`config.mk`:
```
export PLATFORM = sky130hd
export DESIGN_NAME = trap_entry_unit
export DESIGN_NICKNAME = d
export VERILOG_FILES = /design/src/rtl/trap_pkg.sv /design/src/rtl/trap_cmp.sv /design/src/rtl/trap_msr_rw.sv /design/src/rtl/trap_srr1.sv /design/src/rtl/trap_entry_unit.sv
export SDC_FILE = /design/constraint.sdc
export NUM_CORES = 1
export LEC_CHECK = 0
export BUFFER_PORTS_ARGS = -buffer_cell sky130_fd_sc_hd__buf_2
export CORE_AREA = 2 2 210 212
export DETAILED_ROUTE_END_ITERATION = 16
export DIE_AREA = 0 0 212 214
export PLACE_DENSITY_LB_ADDON = 0.12
export SETUP_SLACK_MARGIN = 0.3
export SYNTH_ARGS = -nofsm -noshare
export SYNTH_HDL_FRONTEND = slang
export SYNTH_SLANG_ARGS = --single-unit
```
`constraint.sdc`:
```
create_clock -name vclk -period 6.15
set_input_delay 1.23 -clock vclk [all_inputs]
set_output_delay 1.23 -clock vclk [all_outputs]
set_load 0.02 [all_outputs]
```
`src/rtl/trap_pkg.sv`:
```
package trap_pkg;

   localparam int XLEN = 64;

   typedef enum logic [1:0] {
      OPK_IDLE  = 2'b00,
      OPK_TRAP  = 2'b01,
      OPK_SCALL = 2'b10,
      OPK_RSVD  = 2'b11
   } opkind_e;

   // condition vector positions (LSB first)
   localparam int CND_GTU = 0;
   localparam int CND_LTU = 1;
   localparam int CND_EQ  = 2;
   localparam int CND_GTS = 3;
   localparam int CND_LTS = 4;
   localparam int NCOND   = 5;

   // forced cause positions
   localparam int TY_FLT  = 0;
   localparam int TY_PRIV = 1;
   localparam int TY_ADDR = 3;
   localparam int TY_ILL  = 4;
   localparam int NTYPE   = 5;

   // MSB-0 bit number to vector index
   function automatic int lsb_idx(input int msb0);
      return XLEN - 1 - msb0;
   endfunction

   // state-word bits cleared on entry, MSB-0 numbering
   localparam int NCLR = 15;
   localparam int CLR_BITS [NCLR] = '{5, 29, 30, 31, 38, 40, 48, 49, 50,
                                      52, 55, 58, 59, 61, 62};

   function automatic logic [XLEN-1:0] entry_clr_mask();
      logic [XLEN-1:0] m;
      m = '0;
      for (int i = 0; i < NCLR; i++) m[lsb_idx(CLR_BITS[i])] = 1'b1;
      return m;
   endfunction

   function automatic logic [XLEN-1:0] entry_set_mask();
      logic [XLEN-1:0] m;
      m = '0;
      m[lsb_idx(0)]  = 1'b1;   // 64-bit mode
      m[lsb_idx(63)] = 1'b1;   // little-endian
      return m;
   endfunction

   // SRR1 field clears, MSB-0 ranges [lo..hi]
   function automatic logic [XLEN-1:0] range_mask(input int lo, input int hi);
      logic [XLEN-1:0] m;
      m = '0;
      for (int b = lo; b <= hi; b++) m[lsb_idx(b)] = 1'b1;
      return m;
   endfunction

endpackage

```
`src/rtl/trap_cmp.sv`:
```
module trap_cmp
   import trap_pkg::*;
#(
   parameter int W    = 64,
   parameter int HALF = 32
) (
   input  logic [W-1:0]     a,
   input  logic [W-1:0]     b,
   input  logic             word_mode,
   output logic [NCOND-1:0] cvec
);
   logic [W-1:0] a_z, b_z, a_s, b_s;

   generate
      if (HALF > W || HALF < 1) begin : g_bad_half
         $error("trap_cmp: HALF must lie in 1..W");
      end
      if (HALF < W) begin : g_narrow
         always_comb begin
            if (word_mode) begin
               a_z = {{(W-HALF){1'b0}}, a[HALF-1:0]};
               b_z = {{(W-HALF){1'b0}}, b[HALF-1:0]};
               a_s = {{(W-HALF){a[HALF-1]}}, a[HALF-1:0]};
               b_s = {{(W-HALF){b[HALF-1]}}, b[HALF-1:0]};
            end else begin
               a_z = a;
               b_z = b;
               a_s = a;
               b_s = b;
            end
         end
      end else begin : g_full
         assign a_z = a;
         assign b_z = b;
         assign a_s = a;
         assign b_s = b;
      end
   endgenerate

   always_comb begin
      cvec          = '0;
      cvec[CND_GTU] = a_z > b_z;
      cvec[CND_LTU] = a_z < b_z;
      cvec[CND_EQ]  = a_z == b_z;
      cvec[CND_GTS] = $signed(a_s) > $signed(b_s);
      cvec[CND_LTS] = $signed(a_s) < $signed(b_s);
   end

   // exactly one ordering holds in each domain; equality agrees in both
   always_comb begin
      a_r1_unsigned_onehot : assert ($countones({cvec[CND_GTU], cvec[CND_LTU], cvec[CND_EQ]}) == 1)
         else $error("unsigned compare outcome not one-hot");
      a_r1_signed_onehot : assert ($countones({cvec[CND_GTS], cvec[CND_LTS], cvec[CND_EQ]}) == 1)
         else $error("signed compare outcome not one-hot");
   end

endmodule

```
`src/rtl/trap_msr_rw.sv`:
```
module trap_msr_rw
   import trap_pkg::*;
#(
   parameter int W = 64
) (
   input  logic [W-1:0] msr_cur,
   output logic [W-1:0] msr_new
);
   localparam logic [W-1:0] CLR = entry_clr_mask();
   localparam logic [W-1:0] SET = entry_set_mask();

   generate
      if (W != XLEN) begin : g_bad_w
         $error("trap_msr_rw: W must equal XLEN");
      end
   endgenerate

   assign msr_new = (msr_cur & ~CLR) | SET;

   // mode bits forced, machine-check enable and hypervisor bits kept
   always_comb begin
      a_r4_mode_bits_set : assert (msr_new[lsb_idx(0)] && msr_new[lsb_idx(63)])
         else $error("entry state word lost 64-bit or LE bit");
      a_r4_kept_bits : assert (msr_new[lsb_idx(51)] == msr_cur[lsb_idx(51)]
                               && msr_new[lsb_idx(3)] == msr_cur[lsb_idx(3)])
         else $error("entry state word altered a preserved bit");
   end

endmodule

```
`src/rtl/trap_srr1.sv`:
```
module trap_srr1
   import trap_pkg::*;
#(
   parameter int W = 64
) (
   input  logic [W-1:0]     msr_cur,
   input  logic [NTYPE-1:0] ftype,
   input  logic             scall,
   output logic [W-1:0]     srr1
);
   localparam logic [W-1:0] CLR_TRAP  = range_mask(33, 36) | range_mask(42, 42);
   localparam logic [W-1:0] CLR_SCALL = range_mask(33, 36) | range_mask(42, 47);

   logic [W-1:0] cause;

   always_comb begin
      cause = '0;
      cause[lsb_idx(43)] = ftype[TY_FLT];
      cause[lsb_idx(44)] = ftype[TY_ILL];
      cause[lsb_idx(45)] = ftype[TY_PRIV];
      cause[lsb_idx(46)] = ~|ftype;
      cause[lsb_idx(47)] = ftype[TY_ADDR];
      if (scall) srr1 = msr_cur & ~CLR_SCALL;
      else       srr1 = (msr_cur & ~range_mask(33, 47)) | (msr_cur & range_mask(37, 41)) | cause;
   end

   // cause field content
   always_comb begin
      a_r9_scall_cause_zero : assert (!scall || srr1[lsb_idx(42):lsb_idx(47)] == '0)
         else $error("system call recorded a cause bit");
      a_r6_plain_trap_flag : assert (scall || ((ftype == '0) == srr1[lsb_idx(46)]))
         else $error("plain trap flag disagrees with cause vector");
      a_r6_no_bad_thing : assert (scall || !srr1[lsb_idx(42)])
         else $error("bit 42 set on trap entry");
   end

   logic unused_clr;
   assign unused_clr = ^CLR_TRAP;

endmodule

```
`src/rtl/trap_entry_unit.sv`:
```
module trap_entry_unit
   import trap_pkg::*;
#(
   parameter int W      = 64,
   parameter int HALF   = 32,
   parameter int VOFF_W = 12,
   parameter int VSHIFT = 4
) (
   input  logic [1:0]       op_kind,
   input  logic             is_word,
   input  logic [W-1:0]     opnd_a,
   input  logic [W-1:0]     opnd_b,
   input  logic [4:0]       cond_mask,
   input  logic [4:0]       force_type,
   input  logic [W-1:0]     cur_msr,
   input  logic [W-1:0]     cur_pc,
   input  logic [VOFF_W-1:0] vec_offset,
   output logic             entry_taken,
   output logic [W-1:0]     msr_nxt,
   output logic             msr_vld,
   output logic [W-1:0]     srr0_nxt,
   output logic             srr0_vld,
   output logic [W-1:0]     srr1_nxt,
   output logic             srr1_vld,
   output logic [W-1:0]     nia_nxt,
   output logic             nia_vld
);
   localparam int           PAD      = W - VOFF_W - VSHIFT;
   localparam logic [W-1:0] PC_STEP  = W'(4);

   generate
      if (PAD < 0) begin : g_bad_voff
         $error("trap_entry_unit: VOFF_W + VSHIFT exceeds W");
      end
      if (W != XLEN) begin : g_bad_w
         $error("trap_entry_unit: W must equal XLEN");
      end
   endgenerate

   opkind_e          kind;
   logic [NCOND-1:0] cvec;
   logic [W-1:0]     msr_rw, srr1_raw;
   logic             is_trap, is_scall, trap_hit;

   assign kind     = opkind_e'(op_kind);
   assign is_trap  = (kind == OPK_TRAP);
   assign is_scall = (kind == OPK_SCALL);

   trap_cmp #(.W(W), .HALF(HALF)) u_cmp (
      .a         (opnd_a),
      .b         (opnd_b),
      .word_mode (is_word),
      .cvec      (cvec)
   );

   trap_msr_rw #(.W(W)) u_msr (
      .msr_cur (cur_msr),
      .msr_new (msr_rw)
   );

   trap_srr1 #(.W(W)) u_srr1 (
      .msr_cur (cur_msr),
      .ftype   (force_type),
      .scall   (is_scall),
      .srr1    (srr1_raw)
   );

   assign trap_hit    = is_trap && ((|force_type) || (|(cvec & cond_mask)));
   assign entry_taken = trap_hit || is_scall;

   always_comb begin
      msr_vld  = entry_taken;
      srr0_vld = entry_taken;
      srr1_vld = entry_taken;
      nia_vld  = entry_taken;
      msr_nxt  = '0;
      srr0_nxt = '0;
      srr1_nxt = '0;
      nia_nxt  = '0;
      if (entry_taken) begin
         msr_nxt  = msr_rw;
         srr0_nxt = is_scall ? cur_pc + PC_STEP : cur_pc;
         srr1_nxt = srr1_raw;
         nia_nxt  = {{(W-VOFF_W){1'b0}}, vec_offset} << VSHIFT;
      end
   end

   always_comb begin
      // a forced cause always enters; idle never does
      a_r3_forced_enters : assert (!(is_trap && force_type != '0) || entry_taken)
         else $error("forced cause did not enter");
      a_r3_idle_quiet : assert (is_trap || is_scall || !entry_taken)
         else $error("entry without trap or system call");
      // strobes move together, data zero when quiet
      a_r10_strobes_agree : assert ((msr_vld == srr0_vld) && (srr1_vld == nia_vld) && (msr_vld == srr1_vld))
         else $error("valid strobes disagree");
      a_r10_quiet_zero : assert (msr_vld || (msr_nxt == '0 && srr0_nxt == '0 && srr1_nxt == '0 && nia_nxt == '0))
         else $error("data driven without a valid strobe");
      // redirect is 16-byte aligned
      a_r7_nia_aligned : assert (nia_nxt[VSHIFT-1:0] == '0)
         else $error("redirect address not aligned");
   end

endmodule

```
==> results.md <==
* Mapped cell area at 6227 um^2
* Post-CTS Hold Buffers at 0
* Syn_area_per_cell at 6.196 um^2
* Fin. Hold Viols at 0
* Lkg Pwr at 5.096 nW
* NetSw at 0.4628 mW
* Final setup fails at 0
* 1st-iter DRT viols at 302
* Distinct cell type count after synthesis at 51
* Hold Slack at 2.777 ns
* Crit Path Category: in2out
* CLK BUF at 0
* Total gr overflow at 0
* Worst-path fanout max at 51
* Ratio of cells with drive above 1 in the final layout at 40.27%
* Final period utilization at 93.70%
* Syn-to-layout area delta at 52.34%
* VDD IR max at 41.65 uV
* FMAX at 173.5 MHz
* DRC at 0
* Power Density at 79.74 nW/um^2
* CP cell instances: buf_8, inv_8, buf_12, nand2_1, ha_1, and4_2, nor4bb_4, buf_4, and4_4, buf_4, a2111oi_4, a21oi_1, and3b_2, and4_4, buf_16, nor3_1, buf_4
* Pin count of the biggest net entering global routing at 83
* First-pass iteration count of the detailed router at 7
* Max-cap violation count at 0
* Crit path time final at 5.762 ns
* Fin util at 22.12%
* Flop pwr share at 0%
* Outcome: complete, no violations
* Hold depth at 4
* Hold endpoint: msr_nxt[18]
* Via/cell ratio at 4.030
* Seq. cell area at 0 um^2
* Crit path capture type: output pin
* Post-Syn Instances at 1005
* CP Launch Type: input port
* Internal power at 0.2937 mW
* Initial core utilization at 14.52%
* Final Max Slew Viols at 0
* Share of power burned in the clock network at 0%
* GRT Total Usage at 14.58%
* Placement Cell Area at 8790 um^2
* Hold Path Origin: cur_msr[18]
* Actual slew at the worst max-slew pin at 1.249 ns
* Antenna-violating nets left at 0
* Num rows at 76
* Final Non-Filler Cells at 2020
* Final #Nets at 1808
* Final Cell Area at 9487 um^2
* Slowest cell on the critical path: a2111oi_4
* HPWL after detailed placement at 31.83 mm
* Relative slew slack at 16.72%
* Critical Path Max Stage Delay at 0.37 ns
* Total wire length at 36.46 mm
* Combinational Power Share at 100.0%
* Net Sw Frac at 61.18%
* Synth Warn # at 0
* Fillers at 4993
* HP Class: in2out
* Die X at 212 um
* Number of global-route vias before repair at 7947
* Req. time, crit path at 4.92 ns
* Core ar. at 42890 um^2
* Global-route wire length before repair at 49.87 mm
* Vias at 8140
* Initial antenna violation count at 20
* Seq_cells at 0
* Worst path most repeated cell: buf_4
* RSZ-0062 raised after global routing: true
* Die area at 45370 um^2
* # port buffers at 470
* CP arrival at 4.53 ns
* I/O pin total at 542
* GPL Wtd Cong at 0.8070
* Inst Count DP at 1998
* Routed WL per cell at 18.05 um
* DIE HEIGHT at 214 um
* Sequential fraction of the synthesis area at 0%
==> worst max-delay path by stage <==
stage | from | to | slack [ns]
floorplan | is_word | srr1_nxt[26] | 0.36
global route | is_word | srr0_nxt[11] | 0.21
finish | is_word | srr0_nxt[11] | 0.39
detailed placement | is_word | msr_nxt[44] | 0.04
CTS | is_word | srr0_nxt[49] | 0.28
global placement | is_word | srr1_nxt[44] | -0.006
==> critical path, delay by kind of cell <==
kind	cells	cell delay, ns
AOI/OAI and AO/OA	2	0.48
buffers and inverters	7	1.07
adders and majority gates	1	0.27
and+or+nand+nor	7	1.39
==> synthesized netlist by cell type, types with 3 or more instances <==
cell type	number	area [um^2]
and4_1	11	96.34
buf_6	6	67.56
a21oi_1	71	355.3
nor3_1	61	305.3
nand3_1	33	165.2
a211oi_1	3	22.52
xnor2_1	30	262.8
nor4_1	9	56.30
a21boi_0	4	30.03
nand2_1	161	604.3
o21a_1	5	37.54
clkbuf_1	30	112.6
a21o_1	7	52.55
and2_1	8	50.05
and3_1	7	43.79
ha_1	97	1214
nor2_1	116	435.4
nand4_1	32	200.2
nor2b_1	38	237.7
o21ai_0	8	40.04
nand2b_1	37	231.5
buf_1	3	11.26
buf_4	115	863.3
inv_1	46	172.7
buf_2	9	45.04
xor2_1	28	245.2
==> metrics by stage <==
step	total power [mW]	setup TNS, ns	setup WS (ns)
finish	0.7565	0	0.3876
global route	0.8329	0	0.2126
CTS	0.7268	0	0.2818
detailed placement	0.7055	0	0.03753
global placement	0.7086	-0.008894	-0.005758
floorplan	0.4669	0	0.3624
==> metal layers <==
layer | GRT usage (%) | routed length, um | part of all wire (%) | vias up
li1 | - | - | - | 4075
met1 | 15.54 | 13490 | 37 | 3701
met2 | 28.34 | 19230 | 53 | 290
met3 | 3.108 | 2483 | 6.8 | 54
met4 | 4.061 | 1113 | 3.1 | 20
met5 | 0 | 149 | 0.41 | -
==> power groups by stage <==
stage               logic, mW  clock network (mW)  registers, mW
floorplan               0.467                   0              0
global placement        0.709                   0              0
detailed placement      0.705                   0              0
CTS                     0.727                   0              0
global route            0.833         0.000000109              0
finish                  0.756         0.000000153              0
==> area by class of cell <==
type | count | area, um^2 | share of cell area, %
well taps | 585 | 732.0 | 7.716
diodes | 7 | 17.52 | 0.1846
inverters | 46 | 180.2 | 1.899
multi-input cells | 867 | 5483 | 57.79
repair buffers | 515 | 3074 | 32.41
==> kinds of logic after synthesis <==
kind of cell,share of synthesized area (%)
buf+inv,20.43
xor+xnor,8.158
simple gates,40.31
mux,0.3416
other cells,0.06022
compound gates,11.21
fa+ha+maj,19.49
==> layout by cell type, fill, tap and decap left out, types with 8 or more instances in the layout <==
master    synthesis  final
nor3_2            0     11
inv_1            46     45
conb_1            1     72
nor2_2            0     16
nor2b_1          38     32
nor4_1            9      9
nand2b_1         37     37
nand3_1          33     33
nand2_1         161    159
a21oi_1          71     70
buf_2             9    420
ha_1             97     97
buf_6             6      9
nor3_1           61     49
buf_4           115     69
and4_1           11      9
nand4_1          32     32
xnor2_1          30     30
xor2_1           28     28
o21ai_0           8      8
nor2_1          116     96
==> timing repair <==
item / 4_1_cts / 5_1_grt
cloned: 2 / 4
pin swaps: 3 / 5
gates resized for setup: 35 / 107
setup buffers: 2 / 7
endpoints found under the setup margin: 168 / 189
Power figures use the tool's default switching activity.
